[src/rtl/sd_init_pkg.sv]
// Shared types and constants for the SD card initialization sequencer.
// Assumes responses arrive with CRC and framing already removed.
package sd_init_pkg;

    localparam int RSP_W = 120;

    typedef enum logic [1:0] {
        RSP_NONE = 2'd0,
        RSP_48   = 2'd1,
        RSP_136  = 2'd2
    } rsp_kind_t;

    typedef enum logic [1:0] {
        FAIL_NONE     = 2'd0,
        FAIL_UNSUP    = 2'd1,
        FAIL_UNUSABLE = 2'd2,
        FAIL_IO       = 2'd3
    } fail_code_t;

    typedef enum logic [3:0] {
        ST_GO_IDLE,
        ST_IF_COND,
        ST_LOOP_APP,
        ST_OP_COND,
        ST_GET_CID,
        ST_GET_RCA,
        ST_GET_CSD,
        ST_SELECT,
        ST_BLOCKLEN,
        ST_BUS_APP,
        ST_BUS_WIDTH
    } step_t;

    typedef enum logic [2:0] {
        PH_IDLE,
        PH_CLK_OFF,
        PH_CLK_ON,
        PH_CLK_WAIT,
        PH_ISSUE,
        PH_WAIT,
        PH_BACKOFF
    } phase_t;

    localparam logic [31:0] IF_COND_PATTERN = 32'h0000_01AA;
    localparam logic [31:0] OP_COND_ARG     = 32'h50FF_8000;
    localparam logic [31:0] VOLT_WINDOW     = 32'h00FF_8000;
    localparam logic [31:0] BLOCK_BYTES     = 32'd512;
    localparam logic [31:0] BUS_4BIT_ARG    = 32'd2;

endpackage

[src/rtl/sd_limit_counter.sv]
// Saturating up-counter that flags the last of LIMIT counted cycles.
// Assumes LIMIT >= 1; clear has priority over tick.
module sd_limit_counter #(
    parameter int LIMIT = 1000
) (
    input  logic clk,
    input  logic rst_n,
    input  logic clear,
    input  logic tick,
    output logic last
);
    localparam int CW = $clog2(LIMIT + 1);
    localparam logic [CW-1:0] TOP = CW'(LIMIT - 1);

    logic [CW-1:0] count;

    // Count ticks since the last clear, holding at the top value.
    always_ff @(posedge clk) begin
        if (!rst_n) begin
            count <= '0;
        end else if (clear) begin
            count <= '0;
        end else if (tick && count != TOP) begin
            count <= count + 1'b1;
        end
    end

    assign last = (count == TOP);
endmodule

[src/rtl/sd_cmd_table.sv]
// Maps a sequencer step to command index, argument and response kind.
// Assumes the RCA is placed in argument bits 31:16 where a command needs it.
module sd_cmd_table
    import sd_init_pkg::*;
(
    input  step_t       step,
    input  logic [15:0] rca,
    output logic [5:0]  index,
    output logic [31:0] arg,
    output rsp_kind_t   kind
);
    logic [31:0] rca_arg;
    assign rca_arg = {rca, 16'h0000};

    // Decode the fields of the command belonging to the current step.
    always_comb begin
        index = 6'd0;
        arg   = '0;
        kind  = RSP_48;
        unique case (step)
            ST_GO_IDLE:   begin index = 6'd0;  kind = RSP_NONE; end
            ST_IF_COND:   begin index = 6'd8;  arg = IF_COND_PATTERN; end
            ST_LOOP_APP:  begin index = 6'd55; end
            ST_OP_COND:   begin index = 6'd41; arg = OP_COND_ARG; end
            ST_GET_CID:   begin index = 6'd2;  kind = RSP_136; end
            ST_GET_RCA:   begin index = 6'd3;  end
            ST_GET_CSD:   begin index = 6'd9;  arg = rca_arg; kind = RSP_136; end
            ST_SELECT:    begin index = 6'd7;  arg = rca_arg; end
            ST_BLOCKLEN:  begin index = 6'd16; arg = BLOCK_BYTES; end
            ST_BUS_APP:   begin index = 6'd55; arg = rca_arg; end
            ST_BUS_WIDTH: begin index = 6'd6;  arg = BUS_4BIT_ARG; end
            default:      begin index = 6'd0;  kind = RSP_NONE; end
        endcase
    end
endmodule

[src/rtl/sd_csd_capacity.sv]
// Computes card size in 512-byte blocks from the CSD fields of a 136-bit response.
// Assumes the input holds register bits 127:8 (CRC byte stripped).
module sd_csd_capacity
    import sd_init_pkg::*;
#(
    parameter int CAP_W = 32
) (
    input  logic [RSP_W-1:0] csd,
    output logic [CAP_W-1:0] blocks
);
    localparam int BYTES_W = 64;
    localparam int BLK_SHIFT = 9;

    logic [11:0]        c_size;
    logic [2:0]         c_mult;
    logic [3:0]         bl_len;
    logic [5:0]         shift;
    logic [BYTES_W-1:0] bytes;

    // Extract the fields and form bytes = (C_SIZE+1) * 2^(MULT+2) * 2^BL_LEN.
    always_comb begin
        c_size = csd[65:54];
        c_mult = csd[41:39];
        bl_len = csd[75:72];
        shift  = 6'(c_mult) + 6'd2 + 6'(bl_len);
        bytes  = (BYTES_W'(c_size) + 1'b1) << shift;
        blocks = CAP_W'(bytes >> BLK_SHIFT);
    end
endmodule

[src/rtl/sd_init_seq.sv]
// SD card identification and setup sequencer.
// Drives a command-issue port and a card clock request port; assumes the
// command path answers every cmd_valid with at most one cmd_done or cmd_timeout,
// and that the clock unit drops clk_stable in the cycle after clk_stop/clk_set.
module sd_init_seq
    import sd_init_pkg::*;
#(
    parameter int POLL_LIMIT    = 1000,
    parameter int ATTEMPT_LIMIT = 1000,
    parameter int RETRY_DELAY   = 1000,
    parameter int CAP_W         = 32
) (
    input  logic             clk,
    input  logic             rst_n,
    input  logic             start,
    output logic             cmd_valid,
    output logic [5:0]       cmd_index,
    output logic [31:0]      cmd_arg,
    output logic [1:0]       cmd_rsp_kind,
    input  logic             cmd_done,
    input  logic             cmd_timeout,
    input  logic [RSP_W-1:0] rsp_data,
    input  logic             clk_running,
    input  logic             clk_stable,
    output logic             clk_stop,
    output logic             clk_set,
    output logic             clk_sel,
    output logic             busy,
    output logic             done,
    output logic             ok,
    output logic [1:0]       err_code,
    output logic [15:0]      rca,
    output logic [31:0]      ocr,
    output logic             high_cap,
    output logic [CAP_W-1:0] capacity_blocks
);
    phase_t     phase, nxt_phase;
    step_t      step, nxt_step;
    logic       fast_clk;
    rsp_kind_t  kind;
    logic [31:0] rsp_word;
    logic [CAP_W-1:0] cap_calc;

    logic poll_clear, poll_tick, poll_last;
    logic att_tick, att_last;
    logic gap_tick, gap_last;

    logic end_ok, end_fail, retry, go_fast, ld_rca, ld_ocr, ld_cap;
    fail_code_t code;
    logic volt_ok, powered;

    assign rsp_word = rsp_data[31:0];
    assign volt_ok  = (rsp_word & VOLT_WINDOW) == VOLT_WINDOW;
    assign powered  = rsp_word[31];

    sd_cmd_table u_table (
        .step  (step),
        .rca   (rca),
        .index (cmd_index),
        .arg   (cmd_arg),
        .kind  (kind)
    );

    sd_csd_capacity #(.CAP_W(CAP_W)) u_cap (
        .csd    (rsp_data),
        .blocks (cap_calc)
    );

    sd_limit_counter #(.LIMIT(POLL_LIMIT)) u_poll (
        .clk (clk), .rst_n (rst_n), .clear (poll_clear), .tick (poll_tick), .last (poll_last)
    );

    sd_limit_counter #(.LIMIT(ATTEMPT_LIMIT)) u_attempts (
        .clk (clk), .rst_n (rst_n), .clear (start), .tick (att_tick), .last (att_last)
    );

    sd_limit_counter #(.LIMIT(RETRY_DELAY)) u_backoff (
        .clk (clk), .rst_n (rst_n), .clear (retry), .tick (gap_tick), .last (gap_last)
    );

    // Strobes and field outputs decoded from the current phase.
    always_comb begin
        cmd_valid    = (phase == PH_ISSUE);
        clk_stop     = (phase == PH_CLK_OFF);
        clk_set      = (phase == PH_CLK_ON);
        clk_sel      = fast_clk;
        cmd_rsp_kind = kind;
        poll_clear   = (phase == PH_ISSUE) || (phase == PH_CLK_ON);
        poll_tick    = (phase == PH_WAIT && !cmd_done && !cmd_timeout) ||
                       (phase == PH_CLK_WAIT && !clk_stable);
        gap_tick     = (phase == PH_BACKOFF);
        att_tick     = retry;
    end

    // Next-step decision: response checks, retries and flow ordering.
    always_comb begin
        nxt_phase = phase;
        nxt_step  = step;
        end_ok    = 1'b0;
        end_fail  = 1'b0;
        code      = FAIL_NONE;
        retry     = 1'b0;
        go_fast   = 1'b0;
        ld_rca    = 1'b0;
        ld_ocr    = 1'b0;
        ld_cap    = 1'b0;
        unique case (phase)
            PH_CLK_OFF: nxt_phase = PH_CLK_ON;
            PH_CLK_ON:  nxt_phase = PH_CLK_WAIT;
            PH_CLK_WAIT: begin
                if (clk_stable) begin
                    nxt_phase = PH_ISSUE;
                    nxt_step  = fast_clk ? ST_SELECT : ST_GO_IDLE;
                end else if (poll_last) begin
                    end_fail = 1'b1;
                    code     = FAIL_IO;
                end
            end
            PH_ISSUE: nxt_phase = PH_WAIT;
            PH_WAIT: begin
                if (cmd_done) begin
                    nxt_phase = PH_ISSUE;
                    unique case (step)
                        ST_GO_IDLE: nxt_step = ST_IF_COND;
                        ST_IF_COND: begin
                            if (rsp_word == IF_COND_PATTERN) nxt_step = ST_LOOP_APP;
                            else begin end_fail = 1'b1; code = FAIL_UNUSABLE; end
                        end
                        ST_LOOP_APP: nxt_step = ST_OP_COND;
                        ST_OP_COND: begin
                            if (!volt_ok) begin
                                end_fail = 1'b1;
                                code     = FAIL_UNUSABLE;
                            end else if (powered) begin
                                ld_ocr   = 1'b1;
                                nxt_step = ST_GET_CID;
                            end else begin
                                retry = 1'b1;
                            end
                        end
                        ST_GET_CID: nxt_step = ST_GET_RCA;
                        ST_GET_RCA: begin ld_rca = 1'b1; nxt_step = ST_GET_CSD; end
                        ST_GET_CSD: begin
                            ld_cap    = 1'b1;
                            go_fast   = 1'b1;
                            nxt_phase = PH_CLK_OFF;
                        end
                        ST_SELECT:   nxt_step = high_cap ? ST_BUS_APP : ST_BLOCKLEN;
                        ST_BLOCKLEN: nxt_step = ST_BUS_APP;
                        ST_BUS_APP:  nxt_step = ST_BUS_WIDTH;
                        ST_BUS_WIDTH: end_ok = 1'b1;
                        default: begin end_fail = 1'b1; code = FAIL_IO; end
                    endcase
                end else if (cmd_timeout || poll_last) begin
                    unique case (step)
                        ST_IF_COND:              begin end_fail = 1'b1; code = FAIL_UNSUP; end
                        ST_LOOP_APP, ST_OP_COND: retry = 1'b1;
                        default:                 begin end_fail = 1'b1; code = FAIL_IO; end
                    endcase
                end
            end
            PH_BACKOFF: begin
                if (gap_last) begin
                    nxt_phase = PH_ISSUE;
                    nxt_step  = ST_LOOP_APP;
                end
            end
            default: nxt_phase = phase;
        endcase
        if (retry) begin
            if (att_last) begin
                end_fail = 1'b1;
                code     = FAIL_IO;
            end else begin
                nxt_phase = PH_BACKOFF;
            end
        end
        if (end_ok || end_fail) nxt_phase = PH_IDLE;
    end

    // State, result and card-information registers.
    always_ff @(posedge clk) begin
        if (!rst_n) begin
            phase           <= PH_IDLE;
            step            <= ST_GO_IDLE;
            fast_clk        <= 1'b0;
            busy            <= 1'b0;
            done            <= 1'b0;
            ok              <= 1'b0;
            err_code        <= FAIL_NONE;
            rca             <= '0;
            ocr             <= '0;
            high_cap        <= 1'b0;
            capacity_blocks <= '0;
        end else if (start) begin
            phase           <= clk_running ? PH_CLK_OFF : PH_CLK_ON;
            fast_clk        <= 1'b0;
            busy            <= 1'b1;
            done            <= 1'b0;
            ok              <= 1'b0;
            err_code        <= FAIL_NONE;
            rca             <= '0;
            ocr             <= '0;
            high_cap        <= 1'b0;
            capacity_blocks <= '0;
        end else begin
            phase <= nxt_phase;
            step  <= nxt_step;
            done  <= end_ok || end_fail;
            if (end_ok || end_fail) begin
                busy     <= 1'b0;
                ok       <= end_ok;
                err_code <= code;
            end
            if (go_fast) fast_clk <= 1'b1;
            if (ld_rca)  rca <= rsp_word[31:16];
            if (ld_ocr) begin
                ocr      <= rsp_word;
                high_cap <= rsp_word[30];
            end
            if (ld_cap)  capacity_blocks <= cap_calc;
        end
    end
endmodule

[config.mk]
export PLATFORM = sky130hd
export DESIGN_NAME = sd_init_seq
export DESIGN_NICKNAME = d
export VERILOG_FILES = /design/src/rtl/sd_init_pkg.sv /design/src/rtl/sd_limit_counter.sv /design/src/rtl/sd_cmd_table.sv /design/src/rtl/sd_csd_capacity.sv /design/src/rtl/sd_init_seq.sv
export SDC_FILE = /design/constraint.sdc
export NUM_CORES = 1
export LEC_CHECK = 0
export ABC_CLOCK_PERIOD_IN_PS = 3800
export BUFFER_PORTS_ARGS = -buffer_cell sky130_fd_sc_hd__buf_2
export CAP_MARGIN = 25
export CELL_PAD_IN_SITES_DETAIL_PLACEMENT = 1
export CELL_PAD_IN_SITES_GLOBAL_PLACEMENT = 1
export CORE_ASPECT_RATIO = 0.6
export CORE_MARGIN = 4
export CORE_UTILIZATION = 38
export CTS_BUF_LIST = sky130_fd_sc_hd__clkbuf_8
export CTS_CLUSTER_DIAMETER = 60
export DETAILED_ROUTE_END_ITERATION = 16
export GPL_TIMING_DRIVEN = 0
export PLACE_DENSITY = 0.8
export SETUP_SLACK_MARGIN = 0.1
export SYNTH_ARGS = -nofsm -noshare
export SYNTH_HDL_FRONTEND = slang
export SYNTH_HIERARCHICAL = 1
export SYNTH_SLANG_ARGS = --single-unit
[constraint.sdc]
create_clock -name clk -period 3.8 [get_ports clk]
set_clock_uncertainty 0.15 [all_clocks]
set_input_delay 0.76 -clock clk [delete_from_list [all_inputs] [get_ports clk]]
set_output_delay 0.76 -clock clk [all_outputs]
set_load 0.01 [all_outputs]
# After elaboration in Yosys (flattened, before gate mapping)

Cells that the tools add are included.

Add/subtract/negate cells: 6
Shifts and indexed selects: 1
Equal/unequal tests: 31
Mux-type cells: 68
Bitwise logic cells: 2
Reductions and logical operators: 26

Operator list:

| cell                  | number |
|---|---|
| $pmux 32 s5           | 1 |
| $shl 64x6->41         | 1 |
| $pmux 6 s9            | 1 |
| $pmux 4 s9            | 1 |
| $mux 1                | 33 |
| $eq 32x9->1 const B   | 1 |
| $add 10x1->10 const B | 3 |
| $eq 10x10->1 const B  | 3 |
| $ne 10x10->1 const B  | 3 |
| $mux 3                | 9 |
| $mux 4                | 6 |
| $mux 2                | 9 |
| $pmux 3 s6            | 1 |
| $eq 4x3->1 const B    | 4 |
| $add 12x1->13 const B | 1 |
| $eq 4x4->1 const B    | 3 |
| $pmux 2 s2            | 3 |
| $pmux 4 s3            | 1 |
| $reduce_or 2->1       | 6 |
| $ne 10x1->1 const B   | 1 |
| $eq 3x3->1 const B    | 3 |
| $eq 9x9->1 const B    | 1 |
| $ne 3x3->1 const B    | 3 |
| $reduce_and 9->1      | 1 |
| 20 further kinds      | 35 |

Output and inout bits: 130
Register bits: 124
Logic and storage cells: 148

# Logic depth before layout (Yosys ltp)

Gate-level depths: netlist (run 1).

Word-level depth: 11
Depth in mapped cells: 14
Mapped depth without buffers: 13

# Cells and area by module

Netlist (run 1), hierarchy kept.

By module, submodules not included:

| module                         | cells an instance | area an instance (µm²) | times used |
|---|---|---|---|
| sd_init_seq                    | 480               | 3829.9                 | 1 |
| sd_csd_capacity                | 253               | 1740.4                 | 1 |
| sd_cmd_table                   | 80                | 689.4                  | 1 |
| sd_limit_counter at u_poll     | 65                | 576.8                  | 1 |
| sd_limit_counter at u_attempts | 65                | 549.3                  | 1 |
| sd_limit_counter at u_backoff  | 62                | 538.0                  | 1 |

# Worst setup path before layout (run 1)

OpenSTA, ideal clock, no wires.

Kind: in2reg
Start point: input rsp_data[40]
End point: register capacity_blocks[4]
Slack: 0.538 ns
Stages: 13
Data arrival time: 3.042 ns
Path buffers: 2
Path through: inv_1 ha_1 inv_1 ha_1 fa_1 clkbuf_1 clkinv_1 buf_2 a21oi_1 a22oi_2 a211oi_1 nand2_1 a21oi_1

Cells in the longest elaborated chain, start to end: 3

RTL lines:

| element              | RTL line              | RTL |
|---|---|---|
| start, declared      | sd_init_seq.sv:22     | `input logic [RSP_W-1:0] rsp_data,` |
| $add 3x2->4          | sd_csd_capacity.sv:25 | `shift = 6'(c_mult) + 6'd2 + 6'(bl_len);` |
| $add 6x4->6          | sd_csd_capacity.sv:25 |  |
| $shl 64x6->41        | sd_csd_capacity.sv:26 | `bytes = (BYTES_W'(c_size) + 1'b1) << shift;` |
| via cap_calc[4]      | sd_init_seq.sv:42     | `logic [CAP_W-1:0] cap_calc;` |
| end signal, assigned | sd_init_seq.sv:221    | `if (ld_cap) capacity_blocks <= cap_calc;` |
| end, declared        | sd_init_seq.sv:35     | `output logic [CAP_W-1:0] capacity_blocks` |

The timed path passes the listed nets, and every way through them passes these cells.
A chain may end at the register's enable or synchronous reset.

# Worst setup path after layout (run 1)

Start point: register u_poll.count[1]
End point: register u_attempts.count[5]

Cells in the longest elaborated chain, start to end: 6

RTL lines:

| element                | RTL line               | RTL |
|---|---|---|
| start, declared        | sd_limit_counter.sv:15 | `logic [CW-1:0] count;` |
| start signal, assigned | sd_limit_counter.sv:24 | `count <= count + 1'b1;` |
| $eq 10x10->1           | sd_limit_counter.sv:28 | `assign last = (count == TOP);` |
| via poll_last          | sd_init_seq.sv:44      | `logic poll_clear, poll_tick, poll_last;` |
| $logic_or 1x1->1       | sd_init_seq.sv:154     | `end else if (cmd_timeout \|\| poll_last) begin` |
| $mux 1                 | sd_init_seq.sv:154     |  |
| $mux 1                 | sd_init_seq.sv:121     | `if (cmd_done) begin` |
| $mux 1                 | sd_init_seq.sv:107     | `unique case (phase)` |
| via att_tick           | sd_init_seq.sv:45      | `logic att_tick, att_last;` |
| $logic_and 1x1->1      | sd_limit_counter.sv:23 | `end else if (tick && count != TOP) begin` |
| end signal, assigned   | sd_limit_counter.sv:24 |  |
| end, declared          | sd_limit_counter.sv:15 |  |

The timed path passes the listed nets, and every way through them passes these cells.

==> results of run 1 <==
[worst min-delay path by stage]
stage	startpoint	end	slack (ns)	cells after the start
6_report	ocr[7]$_SDFFE_PP0P_	ocr[7]$_SDFFE_PP0P_	0.30	2
5_1_grt	ocr[5]$_SDFFE_PP0P_	ocr[5]$_SDFFE_PP0P_	0.33	2
4_1_cts	ocr[7]$_SDFFE_PP0P_	ocr[7]$_SDFFE_PP0P_	0.31	2
3_5_place_dp	ocr[28]$_SDFFE_PP0P_	ocr[28]$_SDFFE_PP0P_	0.29	2
3_3_place_gp	ocr[4]$_SDFFE_PP0P_	ocr[4]$_SDFFE_PP0P_	0.29	2
2_1_floorplan	u_backoff/count[9]$_SDFFE_PP0P_	u_backoff/count[9]$_SDFFE_PP0P_	0.29	2
[flip-flops by register name (all words and copies together) (netlist names)]
name	count
capacity_blocks	32
ocr	32
rca	16
u_attempts/count	10
u_backoff/count	10
u_poll/count	10
step	4
phase	3
err_code	2
busy	1
clk_sel	1
done	1
ok	1
[placed cells by master (no fill, tap or decap), types with 21 or more instances in the layout]
cell type,count
inv_1,24
clkbuf_1,33
nand2_1,167
dfxtp_1,122
nor2_1,78
buf_2,195
o21ai_0,31
nand3_1,23
buf_4,21
a21oi_1,100
mux2i_1,43
[repair_timing]
action	4_1_cts	5_1_grt
gates resized for setup	1	8
setup buffers	0	2
setup endpoints to repair	1	19
[cells by family (layout without fill, tap and decap cells)]
group / after synthesis / count (layout) / share of synthesized area (%)
AOI/OAI and AO/OA: 280 / 280 / 24.8
xor gates and xnor gates: 7 / 7 / 0.869
adders and majority gates: 13 / 13 / 2.15
buffers and inverters: 106 / 316 / 6.71
DFF: 123 / 123 / 31.1
muxes: 45 / 45 / 5.75
other: 1 / 9 / 0.0473
and+or+nand+nor: 430 / 430 / 28.6
[worst max-delay path, stage by stage, from the launching register on]
cell and delay (ns):
dfxtp_1 0.43, ha_2 0.27, nand4bb_1 0.16, or2_2 0.36
nor2_1 0.22, nor2_1 0.12, or4_1 0.50, o31ai_2 0.20
buf_4 0.27, nand4_1 0.22, or3_2 0.47, a21oi_1 0.15
[report_power, final]
group          internal (mW)  switching, mW
Sequential              1.29        0.00420
Clock                  0.621          0.590
Combinational          0.224          0.482
Total                   2.13           1.08
[metal layers]
layer / global-route usage, % / share of wire, % / up-vias
li1: - / - / 4076
met1: 38.7 / 50 / 4191
met2: 32.8 / 39 / 365
met3: 8.75 / 10 / 24
met4: 4.70 / 0.85 / 0
met5: 0 / 0 / -
[metrics by stage]
step                      util (%)  instances  setup slack (ns)
after detailed placement      45.4       1462            -0.371
after floorplan                  -       1013             0.538
after global placement        45.4       1462            -0.291
final                         47.5       1496             0.221
after global routing          47.5       1496             0.105
after CTS                     47.4       1494             0.154
[area by class of cell]
| class | count | area share (%) |
|---|---|---|
| tap | 273 | 3.55 |
| multi-input combinational | 784 | 51.7 |
| buffer | 81 | 4.60 |
| clock inverter | 13 | 1.46 |
| clock buffer | 19 | 2.72 |
| sequential | 123 | 25.6 |
| inverter | 25 | 1.02 |
| timing repair buffer | 178 | 9.32 |
==> summary.md, run 1 <==
| Metric | Value |
|---|---|
| Most numerous cell types in the synthesized netlist | `nand2_1 (167), dfxtp_1 (123), a21oi_1 (100), nor2_1 (78), mux2i_1 (43)` |
| Instance area after placement | `9180 um2` |
| Reg2Reg Setup Slack | `0.22 ns` |
| Hold buffers post-CTS | `0` |
| Most used flip-flop cell after synthesis | `dfxtp_1` |
| Hold/Removal Path Class | `reg2reg` |
| Final Slew Violations | `0` |
| Number of cells produced by synthesis | `1,005` |
| Syn Std Cell Area | `7920 um2` |
| Combined area of the multi-input logic cells | `4970 um2` |
| Post-synth cell types | `102` |
| Weighted congestion reported at the end of routability-driven placement | `0.976` |
| Largest fanout of any net on the critical path | `7` |
| Pin count of the biggest net entering global routing | `20` |
| Achievable frequency | `0.279 GHz` |
| Final Setup Violations | `0` |
| Syn. warnings | `6` |
| Total clock sinks | `123` |
| CTS tree | `built` |
| Critical R2R Capture | `u_attempts/count[5]$_SDFFE_PP0P_` |
| Number of filler cells placed in the layout | `2,607` |
| Maximum number of buffers from clock root to sink | `2` |
| DR vias | `8,656` |
| Relative max-transition margin | `41.7%` |
| Clock slew at the register clock pins of the worst setup and hold paths | `0.08 ns` |
| Slew at the pin closest to its max-slew limit | `0.869 ns` |
| Sum of overflow across all layers after global routing | `0` |
| Number of antenna violations at the first check in global routing | `0` |
| Cell at the root of the clock tree | `clkbuf_8` |
| Data arrival time of the worst path | `3.80 ns` |
| Count of input and output buffers | `176` |
| Number of clock buffers inserted by TritonCTS | `17` |
| Final total negative setup slack | `0 ns` |
| Final Hold Viols | `0` |
| Area growth from synthesis to final layout | `21.3%` |
| Area used by sequential logic in the layout | `2460 um2` |
| Number of H-tree levels | `4` |
| EDFF count, synth | `0` |
| Final Critical Period | `3.58 ns` |
| Power density over the cells | `334 nW/um2` |
| Syn avg cell area | `7.88 um2` |
| Result of the run | `completed` |
| Width of the die | `194 um` |
| Kind of critical path | `reg2reg` |
| Residual DRC count | `0` |
| RSZ-0062 raised after global routing | `no` |
| CP Data Required Time | `4.02 ns` |
| Net count of the finished layout | `1,350` |
| Top cells by area in the synthesized netlist | `dfxtp_1 (31%), nand2_1 (7.9%), a21oi_1 (6.3%), mux2i_1 (5.4%), nor2_1 (3.7%)` |
| Final Cell Area | `9610 um2` |
| Initial cell density of the core | `39.2%` |
| Floorplan die area | `23,300 um2` |
| Per-cell routed wire length | `20.4 um` |
| Initial detailed-routing violation count | `739` |
| Crit path launch | `u_poll/count[1]$_SDFFE_PP0P_` |
| Worst hold-check slack | `0.300 ns` |
| Global router's overall resource usage | `25.0%` |
| Chip Height | `120 um` |
| Vias in the first global route | `8,371` |
| Fraction of registers with async set/reset | `0%` |
| ANT cells | `0` |
| Number of iterations in the first detailed-routing pass | `5` |
| Number of synthesized register bits | `123` |
| # Max-Cap Violations | `0` |
| Drt total wl | `30,600 um` |
| Wire length of the first global-routing pass | `47,100 um` |
| Placeable core region | `20,200 um2` |
| Count of nets left with antenna violations after detail routing | `0` |
| Final total power | `3.21 mW` |
| Setup crit end kind | `flop` |
| Portion of the clock cycle consumed by the worst path in the final layout | `94.2%` |
| VDD IR-drop max | `0.000217 V` |
| Cell type contributing the most total cell area after synthesis | `dfxtp_1` |
| Critical path destination | `u_attempts/count[5]$_SDFFE_PP0P_` |
| Leakage dissipation | `3.86 nW` |
| Dpl hpwl | `23,900 um` |
| Critical R2R Launch | `u_poll/count[1]$_SDFFE_PP0P_` |
| Num ports | `257` |
| Site Rows | `40` |
| Sequential-to-total area share from yosys stat | `31.1%` |
| Most common cell in the netlist | `nand2_1` |
| Clock Latency Late Sink | `0.44 ns` |
| Element type at the critical path start | `flop` |
| Via count normalized by instance count | `5.79` |
| R2r worst-path depth | `11` |
| Fraction of layout instances using a drive strength above 1 | `25.4%` |
| Area share of the leading cell type in the synthesized netlist | `31.1%` |
Note: power is estimated with default switching activity, not from simulation.
==> inputs of run 2 (changes only) <==
Settings changed: ABC_CLOCK_PERIOD_IN_PS 3800 to 3900, CORE_UTILIZATION 38 to 37, SYNTH_HIERARCHICAL 1 to not set.
Clock period 3.8 ns to 3.9 ns, I/O delays scaled along.
==> summary.md, run 2 <==
| Metric | Value |
|---|---|
| Result of the run | `completed` |
| Fraction of registers with async set/reset | `0%` |
| Hold buffers post-CTS | `0` |
| Switching part of the total power | `32.6%` |
| Top cells by area in the synthesized netlist | `dfxtp_1 (34%), nor2_1 (6.0%), nand2_1 (5.8%), mux2i_1 (4.6%), a21oi_1 (4.3%)` |
| Area share of the leading cell type in the synthesized netlist | `34.3%` |
| Number of synthesized register bits | `123` |
| Drt total wl | `27,400 um` |
| Number of H-tree levels | `4` |
| Clock slew at the register clock pins of the worst setup and hold paths | `0.08 ns` |
| Syn Std Cell Area | `7170 um2` |
| Largest fanout of any net on the critical path | `10` |
| Kind of critical path | `in2reg` |
| Leakage dissipation | `3.86 nW` |
| Delay of the slowest critical-path stage | `0.55 ns` |
| CTS tree | `built` |
| Post-synth cell types | `88` |
| Most used flip-flop cell after synthesis | `dfxtp_1` |
| Syn avg cell area | `7.88 um2` |
| Achievable frequency | `0.274 GHz` |
| Combined area of the multi-input logic cells | `4280 um2` |
| Portion of the clock cycle consumed by the worst path in the final layout | `93.7%` |
| Floorplan die area | `21,800 um2` |
| Worst path cell trace | `buf_2, ha_1, inv_1, fa_1, inv_1, clkbuf_1, mux2i_1, mux2i_1, mux2i_1, o21ai_1` |
| Per-cell routed wire length | `20.0 um` |
| Num ports | `257` |
| Sequential-to-total area share from yosys stat | `34.3%` |
| # Max-Cap Violations | `0` |
| Syn. warnings | `0` |
| Dpl hpwl | `21,600 um` |
| Global router's overall resource usage | `24.2%` |
| Cell with the most instances on the worst path | `mux2i_1` |
| Setup crit end kind | `flop` |
| Slew at the pin closest to its max-slew limit | `0.994 ns` |
| Net count of the finished layout | `1,247` |
| EDFF count, synth | `0` |
| Final Slew Violations | `0` |
| Number of iterations in the first detailed-routing pass | `5` |
| Fraction of layout instances using a drive strength above 1 | `24.1%` |
| Via count normalized by instance count | `5.71` |
| Clock Latency Late Sink | `0.44 ns` |
| DR vias | `7,818` |
| RSZ-0062 raised after global routing | `no` |
| Data arrival time of the worst path | `3.82 ns` |
| Commonest non-fill, non-tap cells in the layout | `buf_2 (190), dfxtp_1 (123), nor2_1 (115)` |
| Most common cell after layout, fill and taps aside | `buf_2` |
| Relative max-transition margin | `32.0%` |
| Final Setup Violations | `0` |
| Most common cell in the netlist | `dfxtp_1` |
| Total clock sinks | `123` |
| Weighted congestion reported at the end of routability-driven placement | `0.968` |
| Area used by sequential logic in the layout | `2460 um2` |
| Final Critical Period | `3.66 ns` |
| CP Data Required Time | `4.06 ns` |
| Number of cells produced by synthesis | `910` |
| Placeable core region | `19,000 um2` |
| Element type at the critical path start | `input pin` |
| Power density over the cells | `350 nW/um2` |
| Combinational group share of total power | `20.5%` |
| Hold/Removal Path Class | `reg2reg` |
| Final total power | `3.08 mW` |
| Instance area after placement | `8380 um2` |
| Count of nets left with antenna violations after detail routing | `0` |
| Pin count of the biggest net entering global routing | `17` |
| Part of the total power dissipated in the clock network | `38.6%` |
| ANT cells | `0` |
| Number of antenna violations at the first check in global routing | `0` |
| Internal power component | `2.08 mW` |
| Final Hold Viols | `0` |
| Cell at the root of the clock tree | `clkbuf_8` |
| P_sw | `1.00 mW` |
| Regs by FF count | `capacity_blocks: 32 flops, ocr: 32 flops, rca: 16 flops` |
| Final Cell Area | `8800 um2` |
| Site Rows | `39` |
| Initial cell density of the core | `37.7%` |
| Number of clock buffers inserted by TritonCTS | `17` |
| Wire length of the first global-routing pass | `42,400 um` |
| Cell with the largest stage delay on the worst path | `fa_1` |
| Maximum number of buffers from clock root to sink | `2` |
| Count of input and output buffers | `173` |
| Final total negative setup slack | `0 ns` |
| Number of filler cells placed in the layout | `2,425` |
| VDD IR-drop max | `0.000214 V` |
| Chip Height | `116 um` |
| Area growth from synthesis to final layout | `22.6%` |
| Most numerous cell types in the synthesized netlist | `dfxtp_1 (123), nor2_1 (115), nand2_1 (110), a21oi_1 (62), clkbuf_1 (37)` |
| Residual DRC count | `0` |
| Flop pwr share | `40.9%` |
| Width of the die | `188 um` |
| Sum of overflow across all layers after global routing | `0` |
| Cell type contributing the most total cell area after synthesis | `dfxtp_1` |
| Vias in the first global route | `7,546` |
| Initial detailed-routing violation count | `717` |
run 2: final cells by class:
class                   instances  share of cell area, %
plain buffers                  78                   4.47
clock inverters                12                   1.58
well taps                     246                   3.50
clock buffers                  20                   3.13
inverters                      19                  0.811
multi-input cells             698                   48.7
repair buffers                173                   9.84
flip-flops and latches        123                   28.0
run 2: logic make-up after synthesis:
family	Yosys count	share of synthesized area, %
buffers and inverters	97	6.47
xor gates and xnor gates	34	4.36
muxes	36	5.08
adders and majority gates	10	1.85
and+or+nand+nor	395	27.5
DFF	123	34.3
other	1	0.0523
AOI/OAI and AO/OA	214	20.4
run 2: per-layer routing:
layer | vias up | part of all wire (%) | GRT usage, %
li1 | 3638 | - | -
met1 | 3843 | 51 | 38.0
met2 | 310 | 39 | 32.4
met3 | 27 | 9.3 | 6.77
met4 | 0 | 1.0 | 4.69
met5 | - | 0 | 0
run 2: power by group through the flow:
stage	logic, mW	registers, mW	clock network [mW]
floorplan	0.380	1.29	0
global placement	0.590	1.29	0
global route	0.670	1.26	1.27
detailed placement	0.596	1.29	0
finish	0.631	1.26	1.19
CTS	0.599	1.26	1.20
run 2: metrics by stage:
| step | setup slack [ns] | utilization (%) | std cells | hold WS [ns] |
|---|---|---|---|---|
| final | 0.244 | 46.2 | 1369 | 0.309 |
| after global routing | 0.163 | 46.2 | 1369 | 0.329 |
| after CTS | 0.360 | 46.2 | 1369 | 0.311 |
| after detailed placement | -0.114 | 44.0 | 1337 | 0.299 |
| after global placement | -0.120 | 44.0 | 1337 | 0.290 |
| after floorplan | 0.813 | - | 918 | 0.304 |
run 2: timing repair:
item                                    4_1_cts  5_1_grt
resized for setup                             0        1
hold endpoints to repair                      0        0
endpoints found under the setup margin        0        2
buffers inserted                              0        0
run 2: worst max-delay path: cells and delay by family:
| family | cells | cell delay (ns) |
|---|---|---|
| buf+inv | 4 | 0.88 |
| compound gates | 1 | 0.16 |
| mux | 3 | 1.24 |
| fa+ha+maj | 2 | 0.75 |
run 2: worst paths after layout:
| check | from | depth (start not counted) | slack, ns | end |
|---|---|---|---|---|
| worst min-delay path | capacity_blocks[21]$_SDFFE_PP0P_ | 2 | 0.31 | capacity_blocks[21]$_SDFFE_PP0P_ |
| worst max-delay path | rsp_data[39] | 10 | 0.24 | capacity_blocks[6]$_SDFFE_PP0P_ |
| worst max register to register | step[0]$_SDFFE_PN0P_ | 8 | 1.07 | capacity_blocks[6]$_SDFFE_PP0P_ |
| worst min register to register | capacity_blocks[21]$_SDFFE_PP0P_ | 2 | 0.31 | capacity_blocks[21]$_SDFFE_PP0P_ |
